<file path="src/rtl/asb_pkg.sv">
package asb_pkg;

    typedef enum logic [1:0] {
        TOK_OUT   = 2'd0,
        TOK_IN    = 2'd1,
        TOK_SETUP = 2'd2
    } tok_e;

    typedef enum logic [2:0] {
        RSP_ACK   = 3'd0,
        RSP_NAK   = 3'd1,
        RSP_NYET  = 3'd2,
        RSP_STALL = 3'd3,
        RSP_DATA  = 3'd4
    } rsp_e;

    typedef enum logic [1:0] {
        SLOT_FREE = 2'd0,
        SLOT_PEND = 2'd1,
        SLOT_BUSY = 2'd2,
        SLOT_DONE = 2'd3
    } slot_st_e;

    typedef enum logic [1:0] {
        ISS_IDLE = 2'd0,
        ISS_SEND = 2'd1,
        ISS_WAIT = 2'd2
    } iss_st_e;

    localparam int ADDR_W = 7;
    localparam int EP_W   = 4;

    function automatic logic tok_is_in(input logic [1:0] tok);
        return tok == TOK_IN;
    endfunction

endpackage

</file>
<file path="src/rtl/asb_slot_store.sv">
module asb_slot_store
    import asb_pkg::*;
#(
    parameter int NSLOT  = 4,
    parameter int DATA_W = 8,
    localparam int SW    = (NSLOT > 1) ? $clog2(NSLOT) : 1
) (
    input  logic              clk,
    input  logic              rst_n,
    // allocation from an accepted start-split
    input  logic              alloc_en,
    input  logic [1:0]        alloc_tok,
    input  logic [ADDR_W-1:0] alloc_addr,
    input  logic [EP_W-1:0]   alloc_ep,
    input  logic [DATA_W-1:0] alloc_data,
    // handed to the downstream engine
    input  logic              issue_en,
    input  logic [SW-1:0]     issue_idx,
    // downstream result capture
    input  logic              done_en,
    input  logic [SW-1:0]     done_idx,
    input  logic [2:0]        done_code,
    input  logic [DATA_W-1:0] done_data,
    // release after delivery
    input  logic              free_en,
    // key lookup for the current host request
    input  logic [ADDR_W-1:0] key_addr,
    input  logic [EP_W-1:0]   key_ep,
    input  logic              key_dir,
    output logic              any_free,
    output logic [SW-1:0]     first_free,
    output logic              hit,
    output logic [SW-1:0]     hit_idx,
    output slot_st_e          hit_st,
    output logic [2:0]        hit_code,
    output logic [DATA_W-1:0] hit_data,
    // read port for the slot being issued
    input  logic [SW-1:0]     rd_idx,
    output logic [1:0]        rd_tok,
    output logic [ADDR_W-1:0] rd_addr,
    output logic [EP_W-1:0]   rd_ep,
    output logic [DATA_W-1:0] rd_data
);

    slot_st_e          st_q    [NSLOT];
    logic [1:0]        tok_q   [NSLOT];
    logic [ADDR_W-1:0] addr_q  [NSLOT];
    logic [EP_W-1:0]   ep_q    [NSLOT];
    logic [DATA_W-1:0] pdata_q [NSLOT];
    logic [2:0]        rcode_q [NSLOT];
    logic [DATA_W-1:0] rdata_q [NSLOT];

    logic [NSLOT-1:0] free_vec;
    logic [NSLOT-1:0] match_vec;

    for (genvar g = 0; g < NSLOT; g++) begin : g_slot
        assign free_vec[g]  = (st_q[g] == SLOT_FREE);
        assign match_vec[g] = (st_q[g] != SLOT_FREE)
                            && (addr_q[g] == key_addr)
                            && (ep_q[g] == key_ep)
                            && (tok_is_in(tok_q[g]) == key_dir);
    end

    always_comb begin
        any_free   = |free_vec;
        first_free = '0;
        for (int i = NSLOT - 1; i >= 0; i--) begin
            if (free_vec[i]) first_free = SW'(i);
        end
    end

    always_comb begin
        hit     = |match_vec;
        hit_idx = '0;
        for (int i = NSLOT - 1; i >= 0; i--) begin
            if (match_vec[i]) hit_idx = SW'(i);
        end
    end

    assign hit_st   = st_q[hit_idx];
    assign hit_code = rcode_q[hit_idx];
    assign hit_data = rdata_q[hit_idx];

    assign rd_tok  = tok_q[rd_idx];
    assign rd_addr = addr_q[rd_idx];
    assign rd_ep   = ep_q[rd_idx];
    assign rd_data = pdata_q[rd_idx];

    always_ff @(posedge clk or negedge rst_n) begin
        if (!rst_n) begin
            for (int i = 0; i < NSLOT; i++) begin
                st_q[i]    <= SLOT_FREE;
                tok_q[i]   <= '0;
                addr_q[i]  <= '0;
                ep_q[i]    <= '0;
                pdata_q[i] <= '0;
                rcode_q[i] <= '0;
                rdata_q[i] <= '0;
            end
        end else begin
            for (int i = 0; i < NSLOT; i++) begin
                if (alloc_en && first_free == SW'(i)) begin
                    st_q[i]    <= SLOT_PEND;
                    tok_q[i]   <= alloc_tok;
                    addr_q[i]  <= alloc_addr;
                    ep_q[i]    <= alloc_ep;
                    pdata_q[i] <= alloc_data;
                end
                if (issue_en && issue_idx == SW'(i)) begin
                    st_q[i] <= SLOT_BUSY;
                end
                if (done_en && done_idx == SW'(i)) begin
                    st_q[i]    <= SLOT_DONE;
                    rcode_q[i] <= done_code;
                    rdata_q[i] <= done_data;
                end
                if (free_en && hit_idx == SW'(i)) begin
                    st_q[i] <= SLOT_FREE;
                end
            end
        end
    end

endmodule

</file>
<file path="src/rtl/asb_order_fifo.sv">
module asb_order_fifo #(
    parameter int DEPTH = 4,
    localparam int SW   = (DEPTH > 1) ? $clog2(DEPTH) : 1
) (
    input  logic          clk,
    input  logic          rst_n,
    input  logic          push,
    input  logic [SW-1:0] push_idx,
    input  logic          pop,
    output logic [SW-1:0] head,
    output logic          empty,
    output logic          full
);

    logic [SW-1:0] mem_q [DEPTH];
    logic [SW-1:0] wr_q;
    logic [SW-1:0] rd_q;
    logic [SW:0]   cnt_q;

    function automatic logic [SW-1:0] bump(input logic [SW-1:0] p);
        return (p == SW'(DEPTH - 1)) ? '0 : p + 1'b1;
    endfunction

    assign head  = mem_q[rd_q];
    assign empty = (cnt_q == '0);
    assign full  = (cnt_q == (SW+1)'(DEPTH));

    always_ff @(posedge clk or negedge rst_n) begin
        if (!rst_n) begin
            wr_q  <= '0;
            rd_q  <= '0;
            cnt_q <= '0;
            for (int i = 0; i < DEPTH; i++) mem_q[i] <= '0;
        end else begin
            if (push) begin
                mem_q[wr_q] <= push_idx;
                wr_q        <= bump(wr_q);
            end
            if (pop) rd_q <= bump(rd_q);
            if (push && !pop)      cnt_q <= cnt_q + 1'b1;
            else if (pop && !push) cnt_q <= cnt_q - 1'b1;
        end
    end

endmodule

</file>
<file path="src/rtl/asb_issue_fsm.sv">
module asb_issue_fsm
    import asb_pkg::*;
#(
    parameter int NSLOT = 4,
    localparam int SW   = (NSLOT > 1) ? $clog2(NSLOT) : 1
) (
    input  logic          clk,
    input  logic          rst_n,
    input  logic          queue_empty,
    input  logic [SW-1:0] queue_head,
    input  logic          per_busy,
    input  logic          ds_idle,
    input  logic          ds_done,
    output logic          pop,
    output logic          issue_en,
    output logic [SW-1:0] issue_idx,
    output logic [SW-1:0] cur_idx,
    output logic          ds_valid,
    output logic          done_en
);

    iss_st_e       state_q;
    iss_st_e       state_d;
    logic [SW-1:0] cur_q;
    logic          go;

    assign go = (state_q == ISS_IDLE) && !queue_empty && !per_busy && ds_idle;

    always_ff @(posedge clk or negedge rst_n) begin
        if (!rst_n) begin
            state_q <= ISS_IDLE;
            cur_q   <= '0;
        end else begin
            state_q <= state_d;
            if (go) cur_q <= queue_head;
        end
    end

    always_comb begin
        state_d = state_q;
        unique case (state_q)
            ISS_IDLE: if (go)      state_d = ISS_SEND;
            ISS_SEND:              state_d = ISS_WAIT;
            ISS_WAIT: if (ds_done) state_d = ISS_IDLE;
            default:               state_d = ISS_IDLE;
        endcase
    end

    always_comb begin
        pop       = 1'b0;
        issue_en  = 1'b0;
        ds_valid  = 1'b0;
        done_en   = 1'b0;
        issue_idx = queue_head;
        cur_idx   = cur_q;
        unique case (state_q)
            ISS_IDLE: begin
                pop      = go;
                issue_en = go;
            end
            ISS_SEND: ds_valid = 1'b1;
            ISS_WAIT: done_en  = ds_done;
            default: ;
        endcase
    end

endmodule

</file>
<file path="src/rtl/async_split_buffer.sv">
module async_split_buffer
    import asb_pkg::*;
#(
    parameter int NSLOT  = 4,
    parameter int DATA_W = 8,
    localparam int SW    = (NSLOT > 1) ? $clog2(NSLOT) : 1
) (
    input  logic              clk,
    input  logic              rst_n,
    input  logic              hs_req_valid,
    input  logic              hs_req_complete,
    input  logic [1:0]        hs_req_tok,
    input  logic [6:0]        hs_req_addr,
    input  logic [3:0]        hs_req_ep,
    input  logic [DATA_W-1:0] hs_req_data,
    output logic              hs_rsp_valid,
    output logic [2:0]        hs_rsp_code,
    output logic [DATA_W-1:0] hs_rsp_data,
    input  logic              per_busy,
    input  logic              ds_idle,
    output logic              ds_req_valid,
    output logic [1:0]        ds_req_tok,
    output logic [6:0]        ds_req_addr,
    output logic [3:0]        ds_req_ep,
    output logic [DATA_W-1:0] ds_req_data,
    input  logic              ds_done,
    input  logic [2:0]        ds_rsp_code,
    input  logic [DATA_W-1:0] ds_rsp_data
);

    logic              is_start;
    logic              is_comp;
    logic              any_free;
    logic [SW-1:0]     first_free;
    logic              hit;
    logic [SW-1:0]     hit_idx;
    slot_st_e          hit_st;
    logic [2:0]        hit_code;
    logic [DATA_W-1:0] hit_data;
    logic              accept;
    logic              deliver;
    logic              fifo_full;
    logic              fifo_empty;
    logic [SW-1:0]     fifo_head;
    logic              pop;
    logic              issue_en;
    logic [SW-1:0]     issue_idx;
    logic [SW-1:0]     cur_idx;
    logic              done_en;
    logic [2:0]        code_d;
    logic [DATA_W-1:0] data_d;

    assign is_start = hs_req_valid && !hs_req_complete;
    assign is_comp  = hs_req_valid &&  hs_req_complete;
    assign accept   = is_start && !hit && any_free;
    assign deliver  = is_comp && hit && (hit_st == SLOT_DONE);

    asb_slot_store #(.NSLOT(NSLOT), .DATA_W(DATA_W)) u_store (
        .clk        (clk),
        .rst_n      (rst_n),
        .alloc_en   (accept),
        .alloc_tok  (hs_req_tok),
        .alloc_addr (hs_req_addr),
        .alloc_ep   (hs_req_ep),
        .alloc_data (hs_req_data),
        .issue_en   (issue_en),
        .issue_idx  (issue_idx),
        .done_en    (done_en),
        .done_idx   (cur_idx),
        .done_code  (ds_rsp_code),
        .done_data  (ds_rsp_data),
        .free_en    (deliver),
        .key_addr   (hs_req_addr),
        .key_ep     (hs_req_ep),
        .key_dir    (tok_is_in(hs_req_tok)),
        .any_free   (any_free),
        .first_free (first_free),
        .hit        (hit),
        .hit_idx    (hit_idx),
        .hit_st     (hit_st),
        .hit_code   (hit_code),
        .hit_data   (hit_data),
        .rd_idx     (cur_idx),
        .rd_tok     (ds_req_tok),
        .rd_addr    (ds_req_addr),
        .rd_ep      (ds_req_ep),
        .rd_data    (ds_req_data)
    );

    asb_order_fifo #(.DEPTH(NSLOT)) u_order (
        .clk      (clk),
        .rst_n    (rst_n),
        .push     (accept),
        .push_idx (first_free),
        .pop      (pop),
        .head     (fifo_head),
        .empty    (fifo_empty),
        .full     (fifo_full)
    );

    asb_issue_fsm #(.NSLOT(NSLOT)) u_issue (
        .clk         (clk),
        .rst_n       (rst_n),
        .queue_empty (fifo_empty),
        .queue_head  (fifo_head),
        .per_busy    (per_busy),
        .ds_idle     (ds_idle),
        .ds_done     (ds_done),
        .pop         (pop),
        .issue_en    (issue_en),
        .issue_idx   (issue_idx),
        .cur_idx     (cur_idx),
        .ds_valid    (ds_req_valid),
        .done_en     (done_en)
    );

    // response selection
    always_comb begin
        code_d = RSP_NAK;
        data_d = '0;
        if (is_start) begin
            code_d = accept ? RSP_ACK : RSP_NAK;
        end else if (is_comp && hit) begin
            if (hit_st == SLOT_DONE) begin
                code_d = hit_code;
                if (hit_code == RSP_DATA) data_d = hit_data;
            end else begin
                code_d = RSP_NYET;
            end
        end
    end

    always_ff @(posedge clk or negedge rst_n) begin
        if (!rst_n) begin
            hs_rsp_valid <= 1'b0;
            hs_rsp_code  <= '0;
            hs_rsp_data  <= '0;
        end else begin
            hs_rsp_valid <= hs_req_valid;
            hs_rsp_code  <= hs_req_valid ? code_d : '0;
            hs_rsp_data  <= hs_req_valid ? data_d : '0;
        end
    end

endmodule

</file>
<file path="config.mk">
export PLATFORM = sky130hd
export DESIGN_NAME = async_split_buffer
export DESIGN_NICKNAME = d
export VERILOG_FILES = /design/src/rtl/asb_pkg.sv /design/src/rtl/asb_slot_store.sv /design/src/rtl/asb_order_fifo.sv /design/src/rtl/asb_issue_fsm.sv /design/src/rtl/async_split_buffer.sv
export SDC_FILE = /design/constraint.sdc
export NUM_CORES = 1
export LEC_CHECK = 0
export BUFFER_PORTS_ARGS = -buffer_cell sky130_fd_sc_hd__buf_2
export CAP_MARGIN = 20
export CORE_MARGIN = 2
export CORE_UTILIZATION = 47
export DETAILED_ROUTE_END_ITERATION = 8
export PLACE_DENSITY = 0.65
export SYNTH_ARGS = -nofsm -noshare
export SYNTH_HDL_FRONTEND = slang
export SYNTH_SLANG_ARGS = --single-unit
export TNS_END_PERCENT = 5
</file>
<file path="constraint.sdc">
create_clock -name clk -period 5.7 [get_ports clk]
set_input_delay 0 -clock clk [delete_from_list [all_inputs] [get_ports clk]]
set_output_delay 0 -clock clk [all_outputs]
set_load 0.005 [all_outputs]
</file>
==> results of run 1 <==
[metrics by stage]
stage	setup WS, ns	utilization (%)	cells
after floorplan	2.89	-	633
after global placement	2.22	51.0	900
after global routing	1.87	56.9	971
after CTS	2.17	56.7	968
final	2.16	56.9	971
after detailed placement	2.22	51.2	902
[layout by cell type (no fill, tap or decap), types with 2 or more instances in the layout]
master	count
clkinv_4	4
dlygate4sd3_1	35
nor4_1	5
a21oi_1	19
nor2_1	30
inv_6	3
clkbuf_16	17
a211oi_1	3
clkbuf_8	2
mux2_2	138
xor2_1	30
buf_2	72
xnor2_1	21
nor4b_4	2
or3_1	2
or2_2	2
o21ai_0	4
and2_1	3
ha_1	6
a31oi_1	9
dfrtp_1	167
inv_1	9
or4_1	5
nand2_1	37
nor4_4	2
nor3_2	2
mux4_2	23
nor3_1	2
nor4_2	3
clkinv_2	2
nand3_1	11
buf_16	2
nor2b_1	16
buf_4	9
nand2b_1	5
nand4_1	10
inv_8	2
nor3b_1	3
a311oi_1	3
[how the worst max path moves through the flow]
stage	endpoint	start
2_1_floorplan	u_order.cnt_q[2]$_DFFE_PN0P_	u_store.tok_q[2]$_DFFE_PN0P_
3_3_place_gp	u_store.pdata_q[1]$_DFFE_PN0P_	u_store.ep_q[8]$_DFFE_PN0P_
3_5_place_dp	hs_rsp_data[2]$_DFF_PN0_	u_store.ep_q[8]$_DFFE_PN0P_
4_1_cts	u_order.cnt_q[2]$_DFFE_PN0P_	hs_req_tok[0]
5_1_grt	u_order.cnt_q[2]$_DFFE_PN0P_	hs_req_tok[0]
6_report	u_order.cnt_q[2]$_DFFE_PN0P_	hs_req_tok[0]
[power breakdown]
| group | leakage, nW | switching, W | internal (W) |
|---|---|---|---|
| clock network | 0.295 | 0.000505 | 0.000640 |
| registers | 2.18 | 0.000205 | 0.00146 |
| logic | 2.04 | 0.000438 | 0.000593 |
[layout make-up]
| class | count | area share (%) |
|---|---|---|
| clock buffers | 19 | 4.63 |
| clock inverters | 13 | 1.43 |
| inverters | 9 | 0.345 |
| multi-input cells | 419 | 39.3 |
| flip-flops and latches | 167 | 42.7 |
| well taps | 225 | 2.88 |
| repair buffers | 119 | 8.64 |
[state kept, by name, indices dropped and copies added, names as in the netlist]
signal,flops
u_store.pdata_q,32
u_store.rdata_q,32
u_store.addr_q,28
u_store.ep_q,16
u_store.rcode_q,12
hs_rsp_data,8
u_order.mem_q,8
u_store.st_q,8
u_store.tok_q,8
hs_rsp_code,3
u_order.cnt_q,3
u_issue.cur_idx,2
u_issue.state_q,2
u_order.rd_q,2
u_order.wr_q,2
hs_rsp_valid,1
[layer usage]
metal	vias up	global-route usage [%]	routed length, um
met5	-	0	0
met4	0	6.19	250
met3	17	4.14	700
met2	133	36.3	9410
met1	2784	27.2	8000
li1	2479	-	-
[worst min-delay path, cell delays in order]
cell and delay (ns):
buf_2 0.11, nor3b_1 0.15, or2_2 0.13
[cell families (layout without fill, tap and decap cells)]
family	after synthesis	after routing	share of synthesized area, %
compound gates	51	51	4.26
buf+inv	47	160	2.72
simple gates	149	149	10.4
mux	161	161	25.2
flops	167	167	50.8
xor+xnor	51	51	5.43
fa+ha+maj	7	7	1.16
==> metrics.txt, run 1 <==
# TYPE chip_impl_metric gauge
chip_impl_info{name="cts_root_buf",value="clkbuf_16"} 1
chip_impl_metric{name="finalSetupViolations",unit=""} 0
chip_impl_metric{name="place.gp.congestion",unit=""} 0.823
chip_impl_metric{name="viasPerCell",unit=""} 5.57
chip_impl_metric{name="num_vias",unit=""} 5413
chip_impl_metric{name="core-area",unit="um^2"} 17200
chip_impl_metric{name="drtAntennaViolNets",unit=""} 0
chip_impl_info{name="synth_common_cells",value="167 x dfrtp_1, 138 x mux2_2, 37 x nand2_1"} 1
chip_impl_metric{name="groute.usage.overall",unit="%"} 21.1
chip_impl_metric{name="critPathBufInv",unit=""} 3
chip_impl_metric{name="max_slew_margin",unit="%"} 30.2
chip_impl_metric{name="synth-edff-count",unit=""} 0
chip_impl_metric{name="drt-total-wl",unit="um"} 18400
chip_impl_info{name="result_of_the_run",value="complete, no violations"} 1
chip_impl_metric{name="cp.required",unit="ns"} 6.04
chip_impl_info{name="worst_setup_path_start_kind",value="primary input"} 1
chip_impl_info{name="regToRegStartpoint",value="u_store.addr_q[17]$_DFFE_PN0P_"} 1
chip_impl_metric{name="antenna_found_initial",unit=""} 0
chip_impl_metric{name="power.static_leakage",unit="nW"} 4.51
chip_impl_metric{name="area_overhead_vs_synth",unit="%"} 18.9
chip_impl_info{name="tritoncts",value="built"} 1
chip_impl_metric{name="vdd.ir_drop.worst",unit="V"} 0.000245
chip_impl_metric{name="globalRouteOverflowTotal",unit=""} 0
chip_impl_metric{name="drive_gt1_share",unit="%"} 39.8
chip_impl_metric{name="synthesis.area",unit="um^2"} 8230
chip_impl_metric{name="totalNegativeSetupSlack",unit="ns"} 0
chip_impl_info{name="class_of_the_most_critical_setup_path",value="in -> reg"} 1
chip_impl_info{name="synthTopCellsByArea",value="dfrtp_1 51%, mux2_2 19%, mux4_2 6.3%"} 1
chip_impl_metric{name="final_design_instance_area_without_fill",unit="um^2"} 9780
chip_impl_metric{name="avgSynthCellArea",unit="um^2"} 13.0
chip_impl_metric{name="fmax",unit="MHz"} 283
chip_impl_metric{name="grt_max_degree",unit=""} 114
chip_impl_metric{name="io_pins",unit=""} 73
chip_impl_metric{name="reg2reg_depth",unit=""} 8
chip_impl_metric{name="hpwl",unit="um"} 12500
chip_impl_metric{name="drtPass1Iterations",unit=""} 4
chip_impl_metric{name="power",unit="W"} 0.00384
chip_impl_metric{name="cts_made_buffers",unit=""} 17
chip_impl_metric{name="synth_top_area_share",unit="%"} 50.8
chip_impl_metric{name="number_of_cells_on_the_worst_hold_path",unit=""} 3
chip_impl_info{name="critical_path.cell_chain",value="dlygate4sd3_1 > buf_2 > nor2b_1 > xnor2_1 > and4_1 > nor4_2 > nand2_1 > a21oi_2 > ha_1 > inv_1 > fa_1 > xor2_1 > nor2_1 > xor2_1"} 1
chip_impl_metric{name="floorplan.rows",unit=""} 48
chip_impl_metric{name="clkSlewWorstSetupHoldPaths",unit="ns"} 0.06
chip_impl_metric{name="synth-async-reset-ratio",unit="%"} 100
chip_impl_metric{name="remaining_drc_errors",unit=""} 0
chip_impl_metric{name="syn_nets",unit=""} 679
chip_impl_metric{name="ys_seq_area_share",unit="%"} 50.8
chip_impl_metric{name="skew",unit="ns"} 0.0117
chip_impl_metric{name="critical_path_stages",unit=""} 14
chip_impl_metric{name="synth-seq-cells",unit=""} 167
chip_impl_metric{name="routed_wire_length_per_instance",unit="um"} 18.9
chip_impl_metric{name="initial_utilization",unit="%"} 47.9
chip_impl_metric{name="timing.critical_path.arrival",unit="ns"} 3.88
chip_impl_metric{name="endpoints_failing_hold",unit=""} 0
chip_impl_info{name="synthMostInstantiatedCell",value="dfrtp_1"} 1
chip_impl_info{name="synth_top_area_cell",value="dfrtp_1"} 1
chip_impl_metric{name="synth_cell_types",unit=""} 56
chip_impl_metric{name="drt-initial-drc-count",unit=""} 218
chip_impl_metric{name="crit_path_max_incr_delay",unit="ns"} 0.54
chip_impl_metric{name="grt_pass1_wl",unit="um"} 29800
chip_impl_info{name="worst_path_dominant_cell_family",value="simple AND/OR/NAND/NOR gates"} 1
chip_impl_metric{name="power-per-cell-area",unit="nW/um^2"} 393
chip_impl_metric{name="worstSkewPairLatency",unit="ns"} 0.43
chip_impl_metric{name="antennaDiodeCount",unit=""} 0
chip_impl_metric{name="rrSetupSlack",unit="ns"} 2.20
chip_impl_info{name="worst_r2r_endpoint",value="hs_rsp_data[3]$_DFF_PN0_"} 1
chip_impl_metric{name="cts_hold_buf",unit=""} 34
chip_impl_metric{name="cts_buffer_depth",unit=""} 2
chip_impl_metric{name="ctsResizeCount",unit=""} 0
chip_impl_metric{name="postSynthCellCount",unit=""} 633
chip_impl_info{name="cp_common_cell",value="xor2_1"} 1
chip_impl_metric{name="max_slew.worst_pin.slew",unit="ns"} 1.04
chip_impl_metric{name="placement.cell_area",unit="um^2"} 8800
chip_impl_metric{name="die_area",unit="um^2"} 18600
chip_impl_metric{name="post-route-min-period",unit="ns"} 3.54
chip_impl_info{name="crit_path_end_kind",value="register"} 1
chip_impl_metric{name="buffer_ports.inserted",unit=""} 72
chip_impl_metric{name="cap_violations",unit=""} 0
chip_impl_metric{name="drv_slew",unit=""} 0
chip_impl_metric{name="path_max_fanout",unit=""} 14
chip_impl_metric{name="cts_post_setup_buffers_inserted",unit=""} 0
chip_impl_metric{name="fin_nets",unit=""} 779
chip_impl_metric{name="hold_slack",unit="ns"} 0.00441
chip_impl_info{name="min-delay-start",value="ds_done"} 1
chip_impl_metric{name="yosysWarningCount",unit=""} 0
chip_impl_info{name="hp-class",value="in -> reg"} 1
chip_impl_metric{name="timing.final.crit_share",unit="%"} 62.1
chip_impl_info{name="worstHoldEndpoint",value="u_issue.state_q[1]$_DFFE_PN0P_"} 1
chip_impl_metric{name="die_height",unit="um"} 136
chip_impl_info{name="grt_setup_unrepaired",value="no"} 1
chip_impl_metric{name="cts.htree.levels",unit=""} 4
chip_impl_metric{name="multiInputGateArea",unit="um^2"} 3850
chip_impl_metric{name="grt_pass1_vias",unit=""} 5691
chip_impl_metric{name="die_width",unit="um"} 136
chip_impl_info{name="dominantRegCellSynth",value="dfrtp_1"} 1
chip_impl_metric{name="layout.filler_cells",unit=""} 1451
chip_impl_metric{name="ff_latch_area",unit="um^2"} 4180
chip_impl_metric{name="cts_num_sinks",unit=""} 167
chip_impl_info{name="crit_path_max_delay_cell_type",value="dlygate4sd3_1"} 1
No activity file was read; power rests on OpenSTA's default activity.
==> run 2, diff against run 1 <==
==> constraint.sdc (replaced) <==
create_clock -name clk -period 3.4 [get_ports clk]
set_input_delay 0 -clock clk [delete_from_list [all_inputs] [get_ports clk]]
set_output_delay 0 -clock clk [all_outputs]
set_load 0.005 [all_outputs]
==> run 2 against run 1 <==
  * Critical path depth did not move
  * Sequential power increased by 67%
  * Clock skew barely moved
  * Via count up 0.13%
  * Register-to-register slack got worse by 1.8 ns
  * Largest cell class unchanged
  * Critical endpoint unchanged
  * Die area unchanged
  * Flip-flop and latch count unchanged
  * Largest power group unchanged
  * Worst hold slack better by 0.043 ns
  * Routed wire length rose by 1.9%
  * Total power up 69%
  * Utilization rose by 0.17 points
==> metrics.txt, run 2 (synthesis results as in run 1) <==
# TYPE chip_impl_metric gauge
chip_impl_info{name="result_of_the_run",value="complete, no violations"} 1
chip_impl_metric{name="io_pins",unit=""} 73
chip_impl_metric{name="crit_path_max_incr_delay",unit="ns"} 0.55
chip_impl_info{name="hp-class",value="in -> reg"} 1
chip_impl_metric{name="drive_gt1_share",unit="%"} 40.2
chip_impl_metric{name="max_slew.worst_pin.slew",unit="ns"} 0.971
chip_impl_metric{name="drt-initial-drc-count",unit=""} 365
chip_impl_metric{name="antenna_found_initial",unit=""} 1
chip_impl_info{name="grt_setup_unrepaired",value="no"} 1
chip_impl_info{name="worstHoldEndpoint",value="u_issue.state_q[0]$_DFFE_PN0P_"} 1
chip_impl_info{name="regToRegStartpoint",value="u_store.st_q[3]$_DFFE_PN0P_"} 1
chip_impl_metric{name="clkSlewWorstSetupHoldPaths",unit="ns"} 0.07
chip_impl_metric{name="cts_buffer_depth",unit=""} 2
chip_impl_metric{name="timing.critical_path.arrival",unit="ns"} 3.47
chip_impl_info{name="startpoint",value="hs_req_tok[1]"} 1
chip_impl_metric{name="globalRouteOverflowTotal",unit=""} 0
chip_impl_info{name="layout_commonest_cell",value="dfrtp_1"} 1
chip_impl_metric{name="layout.filler_cells",unit=""} 1464
chip_impl_info{name="worst_setup_path_start_kind",value="primary input"} 1
chip_impl_metric{name="totalNegativeSetupSlack",unit="ns"} 0
chip_impl_metric{name="cp.required",unit="ns"} 3.76
chip_impl_metric{name="buffer_ports.inserted",unit=""} 72
chip_impl_metric{name="cts_num_sinks",unit=""} 167
chip_impl_metric{name="drv_slew",unit=""} 0
chip_impl_info{name="cp_common_cell",value="xor2_1"} 1
chip_impl_info{name="layout_common_cells",value="167 x dfrtp_1, 138 x mux2_2, 71 x buf_2"} 1
chip_impl_metric{name="hpwl",unit="um"} 12600
chip_impl_metric{name="cap_violations",unit=""} 0
chip_impl_metric{name="drtAntennaViolNets",unit=""} 0
chip_impl_metric{name="power-per-cell-area",unit="nW/um^2"} 663
chip_impl_metric{name="number_of_cells_on_the_worst_hold_path",unit=""} 5
chip_impl_metric{name="max_slew_margin",unit="%"} 35.2
chip_impl_metric{name="timing.final.crit_share",unit="%"} 91.5
chip_impl_metric{name="cts.htree.levels",unit=""} 4
chip_impl_metric{name="power.static_leakage",unit="nW"} 4.53
chip_impl_metric{name="worstSkewPairLatency",unit="ns"} 0.44
chip_impl_metric{name="cts_post_setup_buffers_inserted",unit=""} 0
chip_impl_metric{name="fmax",unit="MHz"} 321
chip_impl_metric{name="reg2reg_depth",unit=""} 12
chip_impl_metric{name="hold_slack",unit="ns"} 0.0469
chip_impl_metric{name="grt_pass1_wl",unit="um"} 30700
chip_impl_metric{name="floorplan.rows",unit=""} 48
chip_impl_metric{name="core-area",unit="um^2"} 17200
chip_impl_metric{name="die_area",unit="um^2"} 18600
chip_impl_metric{name="endpoints_failing_hold",unit=""} 0
chip_impl_info{name="class_of_the_most_critical_setup_path",value="in -> reg"} 1
chip_impl_metric{name="die_width",unit="um"} 136
chip_impl_metric{name="drt-total-wl",unit="um"} 18700
chip_impl_metric{name="die_height",unit="um"} 136
chip_impl_metric{name="fin_nets",unit=""} 784
chip_impl_metric{name="groute.usage.overall",unit="%"} 21.8
chip_impl_metric{name="area_overhead_vs_synth",unit="%"} 19.2
chip_impl_metric{name="ctsResizeCount",unit=""} 0
chip_impl_metric{name="antennaDiodeCount",unit=""} 0
chip_impl_metric{name="skew",unit="ns"} 0.0118
chip_impl_info{name="critical_path.cell_chain",value="dlygate4sd3_1 > buf_2 > nor2b_1 > xnor2_1 > and4_4 > nor4_2 > nand2_1 > a21oi_2 > ha_1 > inv_1 > fa_1 > xor2_1 > nor2_1 > xor2_1"} 1
chip_impl_info{name="worst_r2r_endpoint",value="u_order.cnt_q[2]$_DFFE_PN0P_"} 1
chip_impl_metric{name="finalSetupViolations",unit=""} 0
chip_impl_metric{name="routed_wire_length_per_instance",unit="um"} 19.2
chip_impl_metric{name="initial_utilization",unit="%"} 47.9
chip_impl_metric{name="path_max_fanout",unit=""} 15
chip_impl_metric{name="viasPerCell",unit=""} 5.55
chip_impl_metric{name="rrSetupSlack",unit="ns"} 0.37
chip_impl_info{name="crit_path_max_delay_cell_type",value="dlygate4sd3_1"} 1
chip_impl_metric{name="remaining_drc_errors",unit=""} 0
chip_impl_metric{name="place.gp.congestion",unit=""} 0.876
chip_impl_metric{name="vdd.ir_drop.worst",unit="V"} 0.000425
chip_impl_info{name="largestRegisters",value="u_store.pdata_q x32, u_store.rdata_q x32, u_store.addr_q x28"} 1
chip_impl_metric{name="cts_made_buffers",unit=""} 17
chip_impl_metric{name="drtPass1Iterations",unit=""} 4
chip_impl_info{name="cts_root_buf",value="clkbuf_16"} 1
chip_impl_metric{name="post-route-min-period",unit="ns"} 3.11
chip_impl_info{name="tritoncts",value="built"} 1
chip_impl_info{name="crit_path_end_kind",value="register"} 1
chip_impl_metric{name="grt_max_degree",unit=""} 106
chip_impl_metric{name="grt_pass1_vias",unit=""} 5859
chip_impl_metric{name="num_vias",unit=""} 5420
chip_impl_info{name="min-delay-start",value="per_busy"} 1
## run 2: cell types whose count changed in the layout (fill, tap and decap cells not counted), sizes merged
cell / delta
buf: +5
clkbuf: -2
inv: +2
clkinv: -1
clkinvlp: +1
## run 2: power breakdown
| group | total [W] | internal (W) | leakage (nW) | switching [W] |
|---|---|---|---|---|
| registers | 0.00279 | 0.00245 | 2.18 | 0.000346 |
| logic | 0.00173 | 0.000998 | 2.06 | 0.000737 |
| clock network | 0.00198 | 0.00106 | 0.296 | 0.000920 |
| total | 0.00650 | 0.00450 | 4.53 | 0.00200 |
## run 2: critical path: cells and delay by family
| kind | cells | cell delay [ns] |
|---|---|---|
| compound gates | 1 | 0.15 |
| buf+inv | 3 | 0.78 |
| simple gates | 5 | 1.39 |
| xor+xnor | 3 | 0.53 |
| fa+ha+maj | 2 | 0.63 |
## run 2: worst max path at each step
stage                                     endpoint  slack [ns]  cells past startpoint
floorplan             u_order.cnt_q[2]$_DFFE_PN0P_        0.59                     12
global placement    u_store.addr_q[19]$_DFFE_PN0P_        0.42                      8
detailed placement    u_order.cnt_q[2]$_DFFE_PN0P_        0.39                     12
CTS                   u_order.cnt_q[2]$_DFFE_PN0P_        0.32                     14
global route          u_order.cnt_q[2]$_DFFE_PN0P_        0.11                     14
finish                u_order.cnt_q[2]$_DFFE_PN0P_        0.29                     14
## run 2: layer usage
metal	wire, um	global-route usage, %
met2	9340	36.6
met5	0	0
met4	448	7.75
met3	765	5.00
met1	8150	27.7
## run 2: stage by stage
stage                     worst slack, ns  power [W]  utilization, %  std cells  cell area, um^2
after detailed placement            0.395    0.00455            51.5        909             8850
after global routing                0.114    0.00685            57.1        976             9810
final                               0.289    0.00650            57.1        976             9810
after CTS                           0.320    0.00658            57.1        976             9810
after global placement              0.425    0.00446            51.5        909             8850
after floorplan                     0.587    0.00395               -        633             8230
## run 2: final cells by class
class                      count  area [um^2]  area share (%)
clock inverter                15          185            1.89
multi-input combinational    419         3850            39.2
sequential                   167         4180            42.6
inverter                       9         33.8           0.344
tap                          225          282            2.87
timing repair buffer         124          857            8.74
clock buffer                  17          425            4.34
## run 2: repair_timing
action,4_1_cts,5_1_grt
hold endpoints to repair,235,0
hold buffers,35,0
endpoints found under the setup margin,0,0
==> run 3, diff against run 2 <==
==> constraint.sdc (replaced) <==
create_clock -name clk -period 3.4 [get_ports clk]
set_input_delay 0.17 -clock clk [delete_from_list [all_inputs] [get_ports clk]]
set_output_delay 0.17 -clock clk [all_outputs]
set_load 0.005 [all_outputs]
==> run 3 against run 2 <==
  * Clock skew up 0.0033 ns
  * Global-route usage down 0.13 points
  * Routed wire length down 1.8%
  * Via count down 1.5%
  * Total power down 0.25%
  * Critical endpoint unchanged
  * Largest cell class unchanged
==> metrics.txt, run 3 (synthesis results as in run 1) <==
# TYPE chip_impl_metric gauge
chip_impl_metric{name="area_overhead_vs_synth",unit="%"} 16.1
chip_impl_metric{name="drt-initial-drc-count",unit=""} 218
chip_impl_metric{name="clkSlewWorstSetupHoldPaths",unit="ns"} 0.07
chip_impl_metric{name="antennaDiodeCount",unit=""} 0
chip_impl_metric{name="grt_pass1_vias",unit=""} 5677
chip_impl_metric{name="die_height",unit="um"} 136
chip_impl_info{name="hp-class",value="in -> reg"} 1
chip_impl_metric{name="power",unit="W"} 0.00649
chip_impl_metric{name="drtAntennaViolNets",unit=""} 0
chip_impl_info{name="crit_path_end_kind",value="register"} 1
chip_impl_metric{name="viasPerCell",unit=""} 5.62
chip_impl_metric{name="worstSkewPairLatency",unit="ns"} 0.44
chip_impl_metric{name="endpoints_failing_hold",unit=""} 0
chip_impl_info{name="class_of_the_most_critical_setup_path",value="reg -> reg"} 1
chip_impl_metric{name="post-route-min-period",unit="ns"} 3.06
chip_impl_metric{name="die_width",unit="um"} 136
chip_impl_metric{name="cts_num_sinks",unit=""} 167
chip_impl_metric{name="power.static_leakage",unit="nW"} 4.41
chip_impl_metric{name="fmax",unit="MHz"} 327
chip_impl_metric{name="drive_gt1_share",unit="%"} 41.7
chip_impl_info{name="grt_setup_unrepaired",value="no"} 1
chip_impl_metric{name="num_vias",unit=""} 5338
chip_impl_metric{name="fin_ws",unit="ns"} 0.338
chip_impl_metric{name="io_pins",unit=""} 73
chip_impl_metric{name="rrSetupSlack",unit="ns"} 0.34
chip_impl_metric{name="cts.htree.levels",unit=""} 4
chip_impl_metric{name="die_area",unit="um^2"} 18600
chip_impl_metric{name="remaining_drc_errors",unit=""} 0
chip_impl_metric{name="drtPass1Iterations",unit=""} 4
chip_impl_metric{name="drt-total-wl",unit="um"} 18400
chip_impl_metric{name="placement.setup.worst_slack",unit="ns"} 0.275
chip_impl_metric{name="cts_buffer_depth",unit=""} 2
chip_impl_metric{name="cap_violations",unit=""} 0
chip_impl_metric{name="path_max_fanout",unit=""} 15
chip_impl_info{name="largestRegisters",value="u_store.pdata_q x32, u_store.rdata_q x32, u_store.addr_q x28"} 1
chip_impl_info{name="worst_setup_path_start_kind",value="register"} 1
chip_impl_metric{name="drv_slew",unit=""} 0
chip_impl_metric{name="floorplan.rows",unit=""} 48
chip_impl_info{name="layout_commonest_cell",value="dfrtp_1"} 1
chip_impl_metric{name="timing.final.crit_share",unit="%"} 90.1
chip_impl_metric{name="hold_slack",unit="ns"} 0.0158
chip_impl_info{name="layout_common_cells",value="167 x dfrtp_1, 138 x mux2_2, 71 x buf_2"} 1
chip_impl_metric{name="vdd.ir_drop.worst",unit="V"} 0.000376
chip_impl_metric{name="routed_wire_length_per_instance",unit="um"} 19.3
chip_impl_metric{name="grt_max_degree",unit=""} 91
chip_impl_info{name="cts_root_buf",value="clkbuf_16"} 1
chip_impl_metric{name="cp.required",unit="ns"} 3.75
chip_impl_metric{name="groute.usage.overall",unit="%"} 21.7
chip_impl_info{name="result_of_the_run",value="complete, no violations"} 1
chip_impl_metric{name="core-area",unit="um^2"} 17200
chip_impl_metric{name="place.gp.congestion",unit=""} 0.908
chip_impl_metric{name="buffer_ports.inserted",unit=""} 72
chip_impl_metric{name="max_slew_margin",unit="%"} 45.4
chip_impl_metric{name="initial_utilization",unit="%"} 47.9
chip_impl_metric{name="power-per-cell-area",unit="nW/um^2"} 679
chip_impl_metric{name="max_slew.worst_pin.slew",unit="ns"} 0.817
chip_impl_metric{name="globalRouteOverflowTotal",unit=""} 0
chip_impl_metric{name="fin_nets",unit=""} 758
chip_impl_metric{name="skew",unit="ns"} 0.0151
chip_impl_metric{name="post-route-util",unit="%"} 55.6
chip_impl_metric{name="grt_pass1_wl",unit="um"} 30400
chip_impl_metric{name="totalNegativeSetupSlack",unit="ns"} 0
chip_impl_metric{name="hpwl",unit="um"} 12700
chip_impl_metric{name="cts_made_buffers",unit=""} 17
chip_impl_info{name="tritoncts",value="built"} 1
chip_impl_metric{name="timing.critical_path.arrival",unit="ns"} 3.42
chip_impl_metric{name="finalSetupViolations",unit=""} 0
chip_impl_metric{name="antenna_found_initial",unit=""} 0
==> run 3: cell count changes in the layout (fill, tap and decap cells not counted) <==
cell	change
clkinv_2	-1
inv_8	+1
inv_6	-1
clkinvlp_4	+3
bufinv_16	+1
dlygate4sd3_1	-26
clkinv_8	-3
==> run 3: power breakdown <==
group          internal, W  total [W]  switching [W]
Sequential         0.00245    0.00279       0.000341
Combinational     0.000975    0.00171       0.000731
Clock              0.00111    0.00199       0.000878
==> run 3: path summary, 6_finish.rpt <==
| path | end | startpoint | depth (start not counted) |
|---|---|---|---|
| worst max-delay path | u_order.cnt_q[2]$_DFFE_PN0P_ | u_store.st_q[3]$_DFFE_PN0P_ | 12 |
| worst min-delay path | u_store.rdata_q[12]$_DFFE_PN0P_ | ds_rsp_data[4] | 2 |
| worst max register to register | u_order.cnt_q[2]$_DFFE_PN0P_ | u_store.st_q[3]$_DFFE_PN0P_ | 12 |
| worst min register to register | u_order.cnt_q[2]$_DFFE_PN0P_ | u_order.cnt_q[2]$_DFFE_PN0P_ | 1 |
| max in group asynchronous | u_store.pdata_q[30]$_DFFE_PN0P_ | rst_n | 3 |
| min in group asynchronous | hs_rsp_data[4]$_DFF_PN0_ | rst_n | 2 |
==> run 3: through the flow <==
step                cell area, um^2  instances
finish                         9550        950
global route                   9550        950
CTS                            9550        950
detailed placement             8850        909
global placement               8850        909
floorplan                      8230        633
==> run 3: critical path: stages (launching register included) <==
cell,delay [ns]
dfrtp_1,0.42
nor2_1,0.31
nor4_2,0.12
and4_4,0.28
nor4_2,0.44
nand2_1,0.15
a21oi_2,0.15
ha_1,0.19
inv_1,0.06
fa_1,0.43
xor2_1,0.17
nor2_1,0.11
xor2_1,0.14
==> run 3: area by class of cell <==
cell class                 instances  area (um^2)
multi-input combinational        419         3850
timing repair buffer              98          597
sequential                       167         4180
clock inverter                    15          186
inverter                           9         33.8
clock buffer                      17          425
fill                            1476         7630
tap                              225          282
==> run 3: what timing repair did <==
action / CTS / global route
gates resized for setup: 0 / 0
hold buffers: 9 / 0
hold endpoints to repair: 108 / 0
setup buffers: 0 / 0
==> run 3: per-layer routing <==
metal,up-vias,GRT usage [%],part of all wire [%]
li1,2439,-,-
met2,123,36.7,51
met1,2755,27.3,42
met5,-,0,0
met3,21,5.48,4.8
met4,0,7.06,1.5
